<file path="config.mk">
export PLATFORM = sky130hd
export DESIGN_NAME = dsi_stream_analyzer
export DESIGN_NICKNAME = d
export VERILOG_FILES = /design/src/rtl/dsa_pkg.sv /design/src/rtl/dsa_parser.sv /design/src/rtl/dsa_burst_tracker.sv /design/src/rtl/dsa_line_counter.sv /design/src/rtl/dsi_stream_analyzer.sv
export SDC_FILE = /design/constraint.sdc
export NUM_CORES = 1
export LEC_CHECK = 0
export ABC_AREA = 1
export BUFFER_PORTS_ARGS = -buffer_cell sky130_fd_sc_hd__buf_4
export CORE_MARGIN = 10
export CORE_UTILIZATION = 60
export DETAILED_ROUTE_END_ITERATION = 16
export PLACE_DENSITY = 0.87
export SKIP_LAST_GASP = 1
export SLEW_MARGIN = 10
export SYNTH_ARGS = -nofsm -noshare
export SYNTH_HDL_FRONTEND = slang
export SYNTH_SLANG_ARGS = --single-unit
export TNS_END_PERCENT = 10
</file>
<file path="constraint.sdc">
create_clock -name clk -period 2.7 [get_ports clk]
set_clock_uncertainty 0.05 [all_clocks]
set_input_delay 0.54 -clock clk [delete_from_list [all_inputs] [get_ports clk]]
set_output_delay 0.54 -clock clk [all_outputs]
set_load 0.01 [all_outputs]
</file>
<file path="src/rtl/dsa_pkg.sv">
package dsa_pkg;
  localparam logic [5:0] DT_VSS   = 6'h01;
  localparam logic [5:0] DT_VSE   = 6'h11;
  localparam logic [5:0] DT_HSS   = 6'h21;
  localparam logic [5:0] DT_HSE   = 6'h31;
  localparam logic [5:0] DT_EOT   = 6'h08;
  localparam logic [5:0] DT_NULL  = 6'h09;
  localparam logic [5:0] DT_BLANK = 6'h19;
  localparam logic [5:0] DT_RGB24 = 6'h3E;

  typedef enum logic [2:0] {
    CAT_NULL  = 3'd0,
    CAT_BLANK = 3'd1,
    CAT_PIXEL = 3'd2,
    CAT_SYNC  = 3'd3,
    CAT_OTHER = 3'd4
  } cat_e;
  localparam int NUM_CAT = 5;

  // parity row masks of the 6-bit header code, bit i of the code covers these header bits
  localparam logic [23:0] ECC_ROW [6] = '{24'hF12CB7, 24'hF2555B, 24'h749A6D,
                                          24'hB8E38E, 24'hDF03F0, 24'hEFFC00};

  function automatic logic [5:0] header_ecc(input logic [23:0] hdr);
    logic [5:0] e;
    for (int i = 0; i < 6; i++) e[i] = ^(hdr & ECC_ROW[i]);
    return e;
  endfunction

  function automatic logic is_long_type(input logic [5:0] dt);
    return dt[3:0] >= 4'h9;
  endfunction

  function automatic cat_e classify(input logic [5:0] dt);
    case (dt)
      DT_NULL:                        return CAT_NULL;
      DT_BLANK:                       return CAT_BLANK;
      DT_RGB24:                       return CAT_PIXEL;
      DT_VSS, DT_VSE, DT_HSS, DT_HSE: return CAT_SYNC;
      default:                        return CAT_OTHER;
    endcase
  endfunction
endpackage

</file>
<file path="src/rtl/dsa_parser.sv">
module dsa_parser
  import dsa_pkg::*;
#(
  parameter int OFS_W = 16
) (
  input  logic             clk,
  input  logic             rst_n,
  input  logic             byte_valid,
  input  logic [7:0]       byte_data,
  input  logic             burst_end,
  input  logic [OFS_W-1:0] burst_pos,
  output logic             hdr_done,
  output logic             rec_valid,
  output logic [1:0]       rec_vc,
  output logic [5:0]       rec_dt,
  output logic [15:0]      rec_param,
  output logic             rec_long,
  output logic             rec_ecc_err,
  output logic             rec_first,
  output logic [OFS_W-1:0] rec_offset
);
  typedef enum logic [1:0] {ST_HDR, ST_BODY, ST_CRC} pst_e;

  pst_e             st;
  logic [1:0]       idx;
  logic [7:0]       b0, b1, b2;
  logic [15:0]      remain;
  logic [OFS_W-1:0] start_pos;
  logic             first_pend;
  logic             take;
  logic             ecc_bad;
  logic             hdr_long;

  assign take     = byte_valid && !burst_end;
  assign hdr_done = take && (st == ST_HDR) && (idx == 2'd3);
  assign ecc_bad  = (byte_data[5:0] != header_ecc({b2, b1, b0})) || (byte_data[7:6] != 2'b00);
  assign hdr_long = is_long_type(b0[5:0]);

  always_ff @(posedge clk) begin
    if (!rst_n) begin
      st          <= ST_HDR;
      idx         <= 2'd0;
      b0          <= '0;
      b1          <= '0;
      b2          <= '0;
      remain      <= '0;
      start_pos   <= '0;
      first_pend  <= 1'b1;
      rec_valid   <= 1'b0;
      rec_vc      <= '0;
      rec_dt      <= '0;
      rec_param   <= '0;
      rec_long    <= 1'b0;
      rec_ecc_err <= 1'b0;
      rec_first   <= 1'b0;
      rec_offset  <= '0;
    end else begin
      rec_valid <= hdr_done;
      if (burst_end) begin
        st         <= ST_HDR;
        idx        <= 2'd0;
        first_pend <= 1'b1;
      end else if (take) begin
        case (st)
          ST_HDR: begin
            case (idx)
              2'd0: begin b0 <= byte_data; start_pos <= burst_pos; end
              2'd1: b1 <= byte_data;
              2'd2: b2 <= byte_data;
              default: begin
                rec_vc      <= b0[7:6];
                rec_dt      <= b0[5:0];
                rec_param   <= {b2, b1};
                rec_long    <= hdr_long;
                rec_ecc_err <= ecc_bad;
                rec_first   <= first_pend;
                rec_offset  <= start_pos;
                first_pend  <= 1'b0;
                if (hdr_long) begin
                  if ({b2, b1} == 16'd0) begin
                    st     <= ST_CRC;
                    remain <= 16'd1;
                  end else begin
                    st     <= ST_BODY;
                    remain <= {b2, b1} - 16'd1;
                  end
                end
              end
            endcase
            idx <= idx + 2'd1;
          end
          ST_BODY: begin
            if (remain == 16'd0) begin
              st     <= ST_CRC;
              remain <= 16'd1;
            end else begin
              remain <= remain - 16'd1;
            end
          end
          default: begin
            if (remain == 16'd0) st <= ST_HDR;
            else remain <= remain - 16'd1;
          end
        endcase
      end
    end
  end
endmodule

</file>
<file path="src/rtl/dsa_burst_tracker.sv">
module dsa_burst_tracker
  import dsa_pkg::*;
#(
  parameter int OFS_W = 16
) (
  input  logic             clk,
  input  logic             rst_n,
  input  logic             byte_valid,
  input  logic             burst_end,
  input  logic             rec_valid,
  input  logic [5:0]       rec_dt,
  output logic [OFS_W-1:0] burst_pos,
  output logic             burst_done,
  output logic [OFS_W-1:0] burst_bytes,
  output logic             burst_no_eot
);
  logic             active;
  logic [OFS_W-1:0] cnt;
  logic             last_eot;
  logic             eot_now;

  assign burst_pos = cnt;
  assign eot_now   = rec_valid ? (rec_dt == DT_EOT) : last_eot;

  always_ff @(posedge clk) begin
    if (!rst_n) begin
      active       <= 1'b0;
      cnt          <= '0;
      last_eot     <= 1'b0;
      burst_done   <= 1'b0;
      burst_bytes  <= '0;
      burst_no_eot <= 1'b0;
    end else begin
      burst_done <= 1'b0;
      if (burst_end) begin
        burst_done <= active;
        if (active) begin
          burst_bytes  <= cnt;
          burst_no_eot <= !eot_now;
        end
        active   <= 1'b0;
        cnt      <= '0;
        last_eot <= 1'b0;
      end else begin
        if (byte_valid) begin
          active <= 1'b1;
          if (cnt != '1) cnt <= cnt + 1'b1;
        end
        if (rec_valid) last_eot <= (rec_dt == DT_EOT);
      end
    end
  end
endmodule

</file>
<file path="src/rtl/dsa_line_counter.sv">
module dsa_line_counter
  import dsa_pkg::*;
#(
  parameter int CNT_W = 8
) (
  input  logic             clk,
  input  logic             rst_n,
  input  logic             rec_valid,
  input  logic [5:0]       rec_dt,
  output logic             line_valid,
  output logic [CNT_W-1:0] line_cnt [NUM_CAT]
);
  cat_e       cat;
  logic       is_hss;
  logic [CNT_W-1:0] run [NUM_CAT];

  assign cat    = classify(rec_dt);
  assign is_hss = rec_valid && (rec_dt == DT_HSS);

  always_ff @(posedge clk) begin
    if (!rst_n) line_valid <= 1'b0;
    else        line_valid <= is_hss;
  end

  for (genvar g = 0; g < NUM_CAT; g++) begin : g_cat
    always_ff @(posedge clk) begin
      if (!rst_n) begin
        run[g]      <= '0;
        line_cnt[g] <= '0;
      end else if (is_hss) begin
        line_cnt[g] <= run[g];
        run[g]      <= (g == int'(CAT_SYNC)) ? CNT_W'(1) : '0;
      end else if (rec_valid && (cat == cat_e'(g)) && (run[g] != '1)) begin
        run[g] <= run[g] + 1'b1;
      end
    end
  end
endmodule

</file>
<file path="src/rtl/dsi_stream_analyzer.sv">
module dsi_stream_analyzer
  import dsa_pkg::*;
#(
  parameter int OFS_W = 16,
  parameter int CNT_W = 8
) (
  input  logic             clk,
  input  logic             rst_n,
  input  logic             byte_valid,
  input  logic [7:0]       byte_data,
  input  logic             burst_end,
  output logic             rec_valid,
  output logic [1:0]       rec_vc,
  output logic [5:0]       rec_dt,
  output logic [15:0]      rec_param,
  output logic             rec_long,
  output logic             rec_ecc_err,
  output logic             rec_first,
  output logic [OFS_W-1:0] rec_offset,
  output logic             burst_done,
  output logic [OFS_W-1:0] burst_bytes,
  output logic             burst_no_eot,
  output logic             line_valid,
  output logic [CNT_W-1:0] line_null,
  output logic [CNT_W-1:0] line_blank,
  output logic [CNT_W-1:0] line_pixel,
  output logic [CNT_W-1:0] line_sync,
  output logic [CNT_W-1:0] line_other
);
  logic [OFS_W-1:0] burst_pos;
  logic             hdr_done;
  logic [CNT_W-1:0] line_cnt [NUM_CAT];

  dsa_burst_tracker #(.OFS_W(OFS_W)) u_burst (
    .clk(clk), .rst_n(rst_n), .byte_valid(byte_valid), .burst_end(burst_end),
    .rec_valid(rec_valid), .rec_dt(rec_dt), .burst_pos(burst_pos),
    .burst_done(burst_done), .burst_bytes(burst_bytes), .burst_no_eot(burst_no_eot)
  );

  dsa_parser #(.OFS_W(OFS_W)) u_parse (
    .clk(clk), .rst_n(rst_n), .byte_valid(byte_valid), .byte_data(byte_data),
    .burst_end(burst_end), .burst_pos(burst_pos), .hdr_done(hdr_done),
    .rec_valid(rec_valid), .rec_vc(rec_vc), .rec_dt(rec_dt), .rec_param(rec_param),
    .rec_long(rec_long), .rec_ecc_err(rec_ecc_err), .rec_first(rec_first),
    .rec_offset(rec_offset)
  );

  dsa_line_counter #(.CNT_W(CNT_W)) u_line (
    .clk(clk), .rst_n(rst_n), .rec_valid(rec_valid), .rec_dt(rec_dt),
    .line_valid(line_valid), .line_cnt(line_cnt)
  );

  assign line_null  = line_cnt[CAT_NULL];
  assign line_blank = line_cnt[CAT_BLANK];
  assign line_pixel = line_cnt[CAT_PIXEL];
  assign line_sync  = line_cnt[CAT_SYNC];
  assign line_other = line_cnt[CAT_OTHER];
endmodule

</file>
After elaboration in Yosys (flattened, before gate mapping)
Memories as Yosys holds them, arrays and structs flattened.
Index checks and enable logic that the tools add are counted.

operators by class
  $add $sub $neg = 9
  order comparisons = 1
  equality and inequality tests = 27
  muxes and demuxes = 48
  bitwise logic cells = 13
  reduce and logical (&&, ||, !) cells = 44

operators by type and width
  cell                     count
  $reduce_xor A24 Y1       6
  $mux W16                 5
  $mux W8                  10
  $add A8 B1 Y8 const B    5
  $ne A8 B8 Y1 const B     5
  $logic_not A16 Y1        2
  $pmux W16 S2             1
  $sub A16 B1 Y16 const B  2
  $mux W1                  25
  $eq A6 B6 Y1 const B     3
  $add A16 B1 Y16 const B  1
  $ne A16 B16 Y1 const B   1
  $reduce_and A4 Y1        4
  $logic_and A1 B1 Y1      14
  $eq A6 B4 Y1 const B     2
  $eq A6 B5 Y1 const B     2
  $pmux W3 S4              1
  $mux W2                  5
  $or A1 B1 Y1             10
  $reduce_and A5 Y1        2
  $reduce_and A2 Y1        4
  $eq A3 B2 Y1 const B     2
  $eq A6 B1 Y1 const B     1
  $ne A6 B6 Y1             1
  20 further kinds         28

word-level totals
  register bits after elaboration = 182
  RAM bits = 40
  output and inout bits = 103
  logic and storage cells = 171
  memories kept = 1

memories
  memory      words  width  read ports  clocked after memory_dff  write ports  line                    text
  u_line.run  5      8      5           0                         5            dsa_line_counter.sv:15  logic [CNT_W-1:0] run [NUM_CAT];

Logic depth before layout (Yosys ltp)
  word-level depth = 11
  depth in mapped cells = 16
  mapped depth without buffers = 16

Cells and area by module
A second synthesis with hierarchy kept.

unflattened totals
  cells, all modules = 1503
  area total of the unflattened synthesis = 10876.7 µm²

modules (own cells, without submodules)
  module             instances  cells each  area each (µm²)  sequential area each (µm²)
  dsa_parser         1          858         5728.0           2102.0
  dsa_line_counter   1          405         3540.9           2021.9
  dsa_burst_tracker  1          240         1607.8           720.7

Worst setup path after synthesis
Ideal clock, no wire load.

  path kind = input to register
  start = input port rst_n
  end = memory u_line.run[0][0] (enable)
  setup time = 0.329 ns
  arrival time = 1.481 ns
  data required time = 2.321 ns
  slack = 0.840 ns
  stages = 4
  path buffers = 2
  cell sequence = buf_2 clkbuf_1 nand4_1 nand2_1

RTL lines
  what             line                      text
  start, declared  dsi_stream_analyzer.sv:8  input logic rst_n,
  end, declared    dsa_line_counter.sv:15

==> impl_metrics.yaml <==
logic_synthesis:
  synth_area_leaders: "dfxtp_1, edfxtp_1, nand2_1"
  syn_avg_cell_area_um2: 7.610
  ys.flop_type: "dfxtp_1"
  synth_nets: 1411
  synth_most_common_cell: "nand2_1"
  synth-seq-area-share_pct: 46.37
  synth_common_cells: "nand2_1, dfxtp_1, nor2_1, inv_1, o21ai_0"
  yosys.area.top_type_share_pct: 34.87
  synth_enable_flop_cells: 40
  synth_cells: 1373
  yosysTopAreaCell: "dfxtp_1"
  async_flop_share_pct: 0
  ys_warn_count: 0
  synth_cell_types: 41
  netlist_area_um2: 10450
  ys_ff_latch: 222
die:
  coreArea_um2: 17180
  die_area_um2: 23090
  die_h_um: 152.0
  io_pins: 115
  initial_utilization_pct: 60.83
  die_w_um: 152.0
  rows: 48
clock_network:
  hold_buffers: 0
  clockRootBuffer: "clkbuf_16"
  cts.clk_slew.worst_paths_ps: 60
  clkLatencyLatePin_ps: 500
  cts_max_level: 1
  postCtsResizedCells: 0
  cts_sinks: 222
  clock_path_buffers: 3
  cts_tree: "done"
  numCtsBuffers: 23
  cts_setup_buffers: 0
final_layout:
  drive_gt1_share_pct: 12.77
  nets: 1510
  antenna_cells: 0
  area_delta_synth_final_pct: 16.93
detailed_routing:
  vias_per_cell: 5.613
  post_drt_wl_per_cell_um: 15.89
  wirelength_um: 27210
  drt_iter0_markers: 809
  drc: 0
  via_count: 9615
  wl_met2_um: 12740
  dr.pass1.iters: 6
  met3WireLength_um: 2156
  final_antenna_net_count: 0
  met1_length_um: 11610
  highest_layer: "met4"
worst_setup_path:
  crit_path_start_kind: "flip-flop"
  worstSetupEndpointType: "flip-flop"
  reg2regPathDepth: 6
  path_max_fanout: 9
  cp_common_cell: "nand4_1"
  crit_type: "reg2reg"
  arrival_ps: 2360
  cp_slowest_cell: "edfxtp_1"
  reg2reg_slack_ps: 460
  slowest_delay_ps: 460
  crit_start: "u_line.run[0][0]"
  crit_chain: "ha_1 > nand4_1 > nor2_1 > nand3_1 > nand4_1 > nand2_1"
  r2r_end: "u_line.run[0][3]"
  cp.required_ps: 2820
  timing.rr.start: "u_line.run[0][0]"
status:
  status: "complete, no violations"
pwr:
  power_density_nw_per_um2: 590.9
  power_mw: 7.220
  p_switching_mw: 1.710
  p_int_mw: 5.510
  p_sw_share_pct: 23.68
  seq_power_share_pct: 48.0
  p_leak_nw: 5.362
  combPwrFrac_pct: 7.5
  p_clk_share_pct: 44.5
  vdd_drop_max_v: 0.0005882
sta:
  max_slew_margin_pct: 56.61
  rsz0062_at_grt: "no"
  finalHoldViolCount: 0
  fin_crit_ps: 2244
  max_freq_mhz: 445.6
  tightestPinTransition_ps: 650.1
  slew_viol_final: 0
  setup_viol: 0
  post-route-period-util_pct: 83.11
  fin_tns_setup_ps: 0
  layout_setup_ws_ps: 456.0
place:
  routabilityCongestion: 0.9297
  dp_hpwl_um: 18980
  pre_cts_slack_ps: 462.4
  portBuffers: 114
grt:
  grt_max_degree: 74
  gr-usage-all-layers_pct: 22.32
  grt_pass1_vias: 9110
  antenna_found_initial: 0
  gr-total-overflow: 0
  grt_pass1_wl_um: 44840
min_path:
  hold_start: "byte_valid"
  hold_class: "in2reg"
  holdPathEnd: "u_burst.active"
  worst_hold_path.num_cells: 3
run:
  drv_cap: 0
-- metal layers --
metal  up-vias  track usage [%]
met3        71            3.697
met4         0            7.290
met5         -                0
met2       411            37.56
li1       4712                -
met1      4421            28.48
-- through the flow --
stage | hold slack, ps | area (um2) | utilization [%] | instances
finish | 240.2 | 12220 | 71.13 | 1713
CTS | 231.1 | 12220 | 71.13 | 1713
detailed placement | 377.1 | 11450 | 66.64 | 1672
floorplan | 363.6 | 10450 | - | 1373
global placement | 374.1 | 11450 | 66.64 | 1672
global route | 260.9 | 12220 | 71.13 | 1713
-- flip-flops by register name, summed over array words and instances, names as in the netlist, 6 cells and up --
signal               count
u_line.line_cnt         40
u_line.run              40
u_burst.burst_bytes     16
u_burst.burst_pos       16
u_parse.rec_offset      16
u_parse.rec_param       16
u_parse.remain          16
u_parse.start_pos       16
u_parse.b0               8
u_parse.b1               8
u_parse.b2               8
u_parse.rec_dt           6
-- critical path, delay by kind of cell, from the launching register on --
kind	cells	cell delay (ps)
flip-flops	1	460
AND/OR/NAND/NOR	5	1130
adder cells (fa/ha/maj)	1	270
-- power groups by stage --
stage	clock network, mW	registers, mW	logic (mW)
after detailed placement	0	3.54	0.524
after CTS	3.24	3.47	0.533
final	3.21	3.47	0.542
after global placement	0	3.53	0.508
after floorplan	0	3.53	0.372
after global routing	3.37	3.47	0.608
-- kinds of logic (layout without fill, tap and decap cells) --
group,Yosys count,after routing,synth area share [%]
and+or+nand+nor,607,607,24.66
AOI/OAI and AO/OA,280,280,14.48
DFF,222,222,46.37
buffers and inverters,187,302,7.113
xor gates and xnor gates,51,51,4.275
adders and majority gates,26,26,3.113
-- worst max path at each step --
stage                              end  slack [ps]  depth (start not counted)
floorplan             u_line.run[0][0]         840                          4
global placement      u_line.run[0][2]         460                          6
detailed placement    u_line.run[0][6]         460                          6
CTS                   u_line.run[0][6]         470                          6
global route        u_parse.remain[14]         300                         11
finish                u_line.run[0][3]         460                          6
-- cells in the final DEF, fill, tap and decap left out, types with 24 or more instances in the layout --
master and n:
o21ai_0 124, dfxtp_1 182, a21oi_1 111, edfxtp_1 40
clkbuf_16 24, nand3_1 82, nor2_1 168, buf_4 127
nand2_1 290, xor2_1 35, ha_1 26, inv_1 129
-- layout make-up --
class | instances | area [um2]
fillers | 1330 | 4959
multi-input cells | 964 | 4861
flip-flops and latches | 222 | 4845
repair buffers | 127 | 953.4
clock buffers | 35 | 711.9
inverters | 134 | 505.5
well taps | 225 | 281.5
clock inverters | 6 | 60.06
(Power assumes the default switching activity.)
